<file path="src/rtl/osr_pkg.sv">
package osr_pkg;
   // how trigger events map onto conversion requests
   typedef enum logic {
      TRIG_EACH  = 1'b0,   // one conversion per trigger
      TRIG_BURST = 1'b1    // one trigger runs a whole average
   } osr_trig_mode_e;

   // number of samples folded into one average for a given rate code
   function automatic int unsigned osr_ratio(input int unsigned code);
      return 32'd1 << (2 * code);
   endfunction
endpackage

</file>
<file path="src/rtl/osr_chan_acc.sv">
module osr_chan_acc #(
   parameter int SAMPLE_W = 12,
   parameter int MAX_RATE = 4,
   parameter int RATE_W   = 3
) (
   input  logic                         clk,
   input  logic                         rst_n,
   input  logic                         clear,
   input  logic                         hit,
   input  logic [RATE_W-1:0]            shift,
   input  logic [SAMPLE_W-1:0]          sample,
   output logic                         done,
   output logic [SAMPLE_W+MAX_RATE-1:0] avg
);
   localparam int ACC_W = SAMPLE_W + 2 * MAX_RATE;
   localparam int CNT_W = 2 * MAX_RATE;
   localparam int AVG_W = SAMPLE_W + MAX_RATE;

   logic [ACC_W-1:0] acc;
   logic [ACC_W-1:0] sum;
   logic [CNT_W-1:0] cnt;
   logic [CNT_W-1:0] lim;

   always_comb begin
      lim  = CNT_W'(osr_pkg::osr_ratio(32'(shift)) - 32'd1);
      sum  = acc + ACC_W'(sample);
      done = hit && (cnt == lim);
      avg  = AVG_W'(sum >> shift);
   end

   always_ff @(posedge clk or negedge rst_n) begin
      if (!rst_n) begin
         acc <= '0;
         cnt <= '0;
      end else if (clear) begin
         acc <= '0;
         cnt <= '0;
      end else if (hit) begin
         if (cnt == lim) begin
            acc <= '0;
            cnt <= '0;
         end else begin
            acc <= sum;
            cnt <= cnt + 1'b1;
         end
      end
   end

   // the sample count never runs past the ratio in force
   a_r3_count_bound: assert property (@(posedge clk) disable iff (!rst_n)
      cnt <= lim);
   // a completed average restarts its channel from zero
   a_r3_restart: assert property (@(posedge clk) disable iff (!rst_n)
      (done && !clear) |=> (cnt == '0 && acc == '0));
endmodule

</file>
<file path="src/rtl/osr_trig_seq.sv">
module osr_trig_seq (
   input  logic clk,
   input  logic rst_n,
   input  logic clear,
   input  logic trig,
   input  logic single_trig,
   input  logic rate_nz,
   input  logic done_any,
   output logic conv_req
);
   import osr_pkg::*;

   osr_trig_mode_e mode;
   logic           burst_q;

   assign mode     = osr_trig_mode_e'(single_trig);
   assign conv_req = trig || burst_q;

   always_ff @(posedge clk or negedge rst_n) begin
      if (!rst_n)
         burst_q <= 1'b0;
      else if (clear)
         burst_q <= 1'b0;
      else if (trig && mode == TRIG_BURST && rate_nz)
         burst_q <= 1'b1;
      else if (done_any)
         burst_q <= 1'b0;
   end

   // a burst trigger keeps requests flowing on the next cycle
   a_r10_burst_start: assert property (@(posedge clk) disable iff (!rst_n)
      (trig && single_trig && rate_nz && !clear) |=> conv_req);
   // an open burst with no completion stays open
   a_r10_burst_hold: assert property (@(posedge clk) disable iff (!rst_n)
      (burst_q && !done_any && !clear) |=> conv_req);
endmodule

</file>
<file path="src/rtl/osr_averager.sv">
module osr_averager #(
   parameter int NUM_CH   = 8,
   parameter int SAMPLE_W = 12,
   parameter int RESULT_W = 16,
   parameter int MAX_RATE = 4,
   parameter int RATE_W   = 3,
   parameter int CH_OUT_W = 5,
   parameter int CH_IN_W  = $clog2(NUM_CH)
) (
   input  logic                clk,
   input  logic                rst_n,
   input  logic [RATE_W-1:0]   rate,
   input  logic                single_trig,
   input  logic                trig,
   output logic                conv_req,
   input  logic                smp_valid,
   input  logic [CH_IN_W-1:0]  smp_ch,
   input  logic [SAMPLE_W-1:0] smp_data,
   input  logic                res_ack,
   output logic                res_ready,
   output logic [RESULT_W-1:0] res_data,
   output logic [CH_OUT_W-1:0] res_ch,
   output logic [NUM_CH-1:0]   overrun
);
   localparam int AVG_W = SAMPLE_W + MAX_RATE;

   generate
      if (NUM_CH < 2 || NUM_CH > (1 << CH_OUT_W))
         $error("NUM_CH must lie in 2..2**CH_OUT_W");
      if (MAX_RATE < 1 || MAX_RATE >= (1 << RATE_W))
         $error("MAX_RATE must be encodable in RATE_W bits");
      if (RESULT_W < AVG_W)
         $error("RESULT_W too narrow for SAMPLE_W + MAX_RATE");
   endgenerate

   logic [RATE_W-1:0] rate_eff;
   logic [RATE_W-1:0] rate_q;
   logic              clear;
   logic [NUM_CH-1:0] done;
   logic [AVG_W-1:0]  avg_arr [NUM_CH];
   logic [AVG_W-1:0]  sel_avg;
   logic              done_any;
   logic              res_full;

   assign rate_eff = (rate > RATE_W'(MAX_RATE)) ? RATE_W'(MAX_RATE) : rate;
   assign clear    = (rate_eff != rate_q);
   assign done_any = |done;

   always_ff @(posedge clk or negedge rst_n) begin
      if (!rst_n) rate_q <= '0;
      else        rate_q <= rate_eff;
   end

   for (genvar i = 0; i < NUM_CH; i++) begin : g_ch
      osr_chan_acc #(
         .SAMPLE_W (SAMPLE_W),
         .MAX_RATE (MAX_RATE),
         .RATE_W   (RATE_W)
      ) u_acc (
         .clk    (clk),
         .rst_n  (rst_n),
         .clear  (clear),
         .hit    (smp_valid && !clear && smp_ch == CH_IN_W'(i)),
         .shift  (rate_q),
         .sample (smp_data),
         .done   (done[i]),
         .avg    (avg_arr[i])
      );
   end

   always_comb begin
      sel_avg = '0;
      for (int i = 0; i < NUM_CH; i++)
         if (done[i]) sel_avg = sel_avg | avg_arr[i];
   end

   always_ff @(posedge clk or negedge rst_n) begin
      if (!rst_n) begin
         res_ready <= 1'b0;
         res_data  <= '0;
         res_ch    <= '0;
         res_full  <= 1'b0;
         overrun   <= '0;
      end else begin
         res_ready <= done_any;
         if (done_any) begin
            res_data <= RESULT_W'(sel_avg);
            res_ch   <= CH_OUT_W'(smp_ch);
         end
         if (clear) begin
            res_full <= 1'b0;
            overrun  <= '0;
         end else begin
            if (done_any)     res_full <= 1'b1;
            else if (res_ack) res_full <= 1'b0;
            for (int i = 0; i < NUM_CH; i++)
               if (done[i] && res_full && !res_ack) overrun[i] <= 1'b1;
         end
      end
   end

   osr_trig_seq u_seq (
      .clk         (clk),
      .rst_n       (rst_n),
      .clear       (clear),
      .trig        (trig),
      .single_trig (single_trig),
      .rate_nz     (rate_q != '0),
      .done_any    (done_any),
      .conv_req    (conv_req)
   );

   // a sample belongs to one channel, so at most one average ends per cycle
   a_r4_one_done: assert property (@(posedge clk) disable iff (!rst_n)
      $onehot0(done));
   // every ready strobe follows an accepted sample
   a_r7_ready_source: assert property (@(posedge clk) disable iff (!rst_n)
      res_ready |-> $past(smp_valid));
   // pass-through returns the raw sample one cycle later
   a_r2_passthrough: assert property (@(posedge clk) disable iff (!rst_n)
      (rate_q == '0 && !clear && smp_valid && 32'(smp_ch) < NUM_CH)
      |=> (res_ready && res_data == RESULT_W'($past(smp_data))));
   // overrun bits are only ever removed by a rate change
   a_r8_sticky: assert property (@(posedge clk) disable iff (!rst_n)
      !clear |=> ((overrun & $past(overrun)) == $past(overrun)));
endmodule

</file>
<file path="config.mk">
export PLATFORM = sky130hd
export DESIGN_NAME = osr_averager
export DESIGN_NICKNAME = d
export VERILOG_FILES = /design/src/rtl/osr_pkg.sv /design/src/rtl/osr_chan_acc.sv /design/src/rtl/osr_trig_seq.sv /design/src/rtl/osr_averager.sv
export SDC_FILE = /design/constraint.sdc
export NUM_CORES = 1
export LEC_CHECK = 0
export BUFFER_PORTS_ARGS = -buffer_cell sky130_fd_sc_hd__buf_2
export CAP_MARGIN = 20
export CORE_MARGIN = 2
export CORE_UTILIZATION = 50
export DETAILED_ROUTE_END_ITERATION = 8
export MAX_ROUTING_LAYER = met4
export PLACE_DENSITY = 0.66
export SKIP_LAST_GASP = 1
export SYNTH_ARGS = -nofsm -noshare
export SYNTH_HDL_FRONTEND = slang
export SYNTH_HIERARCHICAL = 1
export SYNTH_SLANG_ARGS = --single-unit
</file>
<file path="constraint.sdc">
create_clock -name clk -period 11.95 [get_ports clk]
set_input_delay 1.195 -clock clk [delete_from_list [all_inputs] [get_ports clk]]
set_output_delay 1.195 -clock clk [all_outputs]
set_load 0.01 [all_outputs]
</file>
==> results_dict.tcl <==
set metrics [dict create \
    cp_max_fo 62 \
    ys_async_sr_fraction 1.00 \
    routabilityCongestion 0.959 \
    clockBufferDepth 3 \
    cts_tree "done" \
    crit_type "reg -> reg" \
    synth_compound_area_frac 0.292 \
    clock_sinks 257 \
    r2r_slack_ns 6.11 \
    area_delta_synth_final_pct 7.47 \
    yosys.area.top_type "dfrtp_1" \
    place_hpwl_microns 59500 \
    critPathSlowestCell "dfrtp_4" \
    grt_start_max_net_pins 141 \
    synth_edf_count 0 \
    yosysMostFrequentCell "nand2_1" \
    min_path_cells 2 \
    coreArea_sq_um 50200 \
    worstPathCellList "buf_4 -> inv_1 -> nor2_1 -> nand2_1 -> ha_1 -> or2_2 -> a21oi_1 -> o221ai_1 -> nor3_1 -> and2_1 -> nor4_4 -> nand2_1 -> buf_4 -> mux2_2" \
    final_area_sq_um 27300 \
    hold_viol 0 \
    vdd_drop_max_uv 145 \
    initial_core_util 0.506 \
    firstDrtPassIters 7 \
    synthAdderAreaFrac 0.0615 \
    min_to "g_ch[6].u_acc/acc[9]$_DFFE_PN0P_" \
    power_density_nw_per_um2 89.2 \
    overflow 0 \
    grt_antenna_before_repair 2 \
    crit_path_end_kind "flop" \
    start_kind "flop" \
    placed_cell_area_sq_um 26100 \
    final.period_utilization 0.489 \
    finalMaxSlewViolations 0 \
    clockPowerShare 0.467 \
    final_layout_size_suffix_gt1_frac 0.124 \
    period_minus_slack_ns 5.84 \
    path_delay_family "simple AND/OR/NAND/NOR gates" \
    comb_power_share 0.172 \
    rsz0062_at_grt "false" \
    synth_seq_area_share 0.253 \
    io_buffers 52 \
    vias 23887 \
    htreeDepth 2 \
    grt_pass1_vias 22467 \
    synth_commonest_cells "340 x nand2_1, 273 x o21ai_0, 257 x dfrtp_1" \
    critPathBufInv 3 \
    final_antenna_net_count 0 \
    drtIter0Drc 2096 \
    io_pins 55 \
    synthSimpleGateAreaFrac 0.171 \
    hp-start "g_ch[6].u_acc/acc[9]$_DFFE_PN0P_" \
    setup_violations 0 \
    synthCells 3014 \
    max-slew-margin-rel 0.332 \
    clk_latency_ns 0.57 \
    setup_tns_ns 0 \
    startpoint "rate_q[0]$_DFF_PN0_" \
    max_stage_delay_ns 0.92 \
    num-nets-final 3114 \
    crit_required_ns 12.40 \
    postCtsResizedCells 0 \
    r2r-start "rate_q[0]$_DFF_PN0_" \
    synth_flop_cell "dfrtp_1" \
    finalClockSkew_ns 0.0399 \
    vias_per_cell 6.51 \
    cts_hold_repair.buffers 0 \
    synth_top_family_by_area "compound AO/OA/AOI/OAI gates" \
    synth_top_area_frac 0.253 \
    die_area_sq_um 52600 \
    synthMuxAreaShare 0.112 \
    ctsRootBufferMaster "clkbuf_16" \
    synth_seq_cells 257 \
    outcome "complete, no violations" \
    synth_area_leaders "dfrtp_1 25%, ha_1 5.5%, o21ai_0 5.4%" \
    avgSynthCellArea_sq_um 8.43 \
    ys_types 100 \
    synth_area_sq_um 25400 \
    leakagePower_uw 0.0118 \
    intPower_uw 1690 \
    arrival_ns 6.30 \
    synth_warnings 6 \
    remaining_drc_errors 0 \
    die_w_microns 229 \
    grt_use_total 0.318 \
    fmax_mhz 171 \
    grt_pass1_wl_microns 129000 \
    cts_buffers 36 \
    clkTransAtPathRegs_ns 0.06 \
    avgRoutedWirePerCell_microns 22.5 \
    synth_xor_area_frac 0.0679 \
    post_cts_buffers 0 \
    r2r_cells 14 \
    p_sw_uw 743 \
    hold_path.class "reg -> reg" \
    p_seq_frac 0.362 \
    die-height_microns 229 \
    row_count 82 \
    max_slew.worst_pin.slew_ns 1.00 \
    routed_wl_microns 82500 \
    swShare 0.305 \
    reg2reg_to "res_data[15]$_DFFE_PN0P_" \
    drv_cap 0 \
]
[through the flow]
| step | util | hold slack, ns | std cells | power [uW] | setup WS (ns) |
|---|---|---|---|---|---|
| after CTS | 0.544 | 0.491 | 3669 | 2450 | 6.26 |
| after floorplan | - | 0.454 | 3015 | 1170 | 7.83 |
| after global routing | 0.544 | 0.506 | 3671 | 2520 | 5.77 |
| after detailed placement | 0.519 | 0.478 | 3603 | 1310 | 6.31 |
| final | 0.544 | 0.485 | 3671 | 2440 | 6.11 |
| after global placement | 0.519 | 0.466 | 3601 | 1300 | 6.40 |
[placed cells by master, fill, tap and decap left out, drive strengths merged, types with 29 or more instances in the layout]
cell,count
a21o,50
and3,36
a31oi,36
xnor2,114
nor2,232
xor2,76
a21oi,197
mux2i,121
mux2,48
mux4,45
inv,93
a22o,77
nor2b,29
dfrtp,257
nor3,49
ha,112
o211ai,53
a22oi,79
nand3,67
and2,44
a211oi,46
nand2,343
o21ai,313
clkbuf,43
buf,83
[cells by family after synthesis]
family	after synthesis
compound gates	1063
xor+xnor	190
fa+ha+maj	120
buf+inv	260
flops	257
mux	214
other cells	1
simple gates	909
[sequential cells by signal (all words and copies together) (netlist names)]
name / flops
overrun: 8
res_full: 1
u_seq/burst_q: 1
res_ch: 3
g_ch.u_acc/acc: 160
res_ready: 1
res_data: 16
rate_q: 3
g_ch.u_acc/cnt: 64
[worst reg2reg max path: stages, from the launching register on]
cell      delay [ns]
dfrtp_4         0.92
buf_4           0.64
inv_1           0.50
nor2_1          0.32
nand2_1         0.10
ha_1            0.30
or2_2           0.31
a21oi_1         0.14
o221ai_1        0.20
nor3_1          0.34
and2_1          0.71
nor4_4          0.05
nand2_1         0.41
buf_4           0.39
mux2_2          0.39
[power by group through the flow]
stage	combinational, uW	sequential (uW)	clock, uW
2_1_floorplan	277	893	0
3_5_place_dp	411	897	0
3_3_place_gp	405	897	0
6_report	418	881	1140
5_1_grt	450	882	1190
4_1_cts	413	881	1160
[routing by layer]
metal  global-route usage  wire [microns]  vias to the layer above  part of all wire
met5                    -               0                        -                 0
met4                0.119            3330                        0             0.040
met3               0.0549            5910                      183             0.072
met2                0.488           37400                      872              0.45
met1                0.419           35900                    11689              0.44
li1                     -               -                    11143                 -
[how the worst max path moves through the flow]
stage | end | slack [ns] | depth (start not counted)
after floorplan | res_data[10]$_DFFE_PN0P_ | 7.83 | 14
after global placement | res_data[15]$_DFFE_PN0P_ | 6.40 | 14
after detailed placement | res_data[15]$_DFFE_PN0P_ | 6.31 | 14
after CTS | res_data[15]$_DFFE_PN0P_ | 6.26 | 14
after global routing | res_data[15]$_DFFE_PN0P_ | 5.77 | 14
final | res_data[15]$_DFFE_PN0P_ | 6.11 | 14
[cell type report]
class	count	area, sq um
Fill cell	4640	22900
Tap cell	672	841
Inverter	94	353
Timing Repair Buffer	83	519
Clock buffer	43	980
Clock inverter	23	258
Antenna cell	1	2.50
Sequential cell	257	6440
Multi-Input combinational cell	2498	17900
No activity file was read; power rests on OpenSTA's default activity.
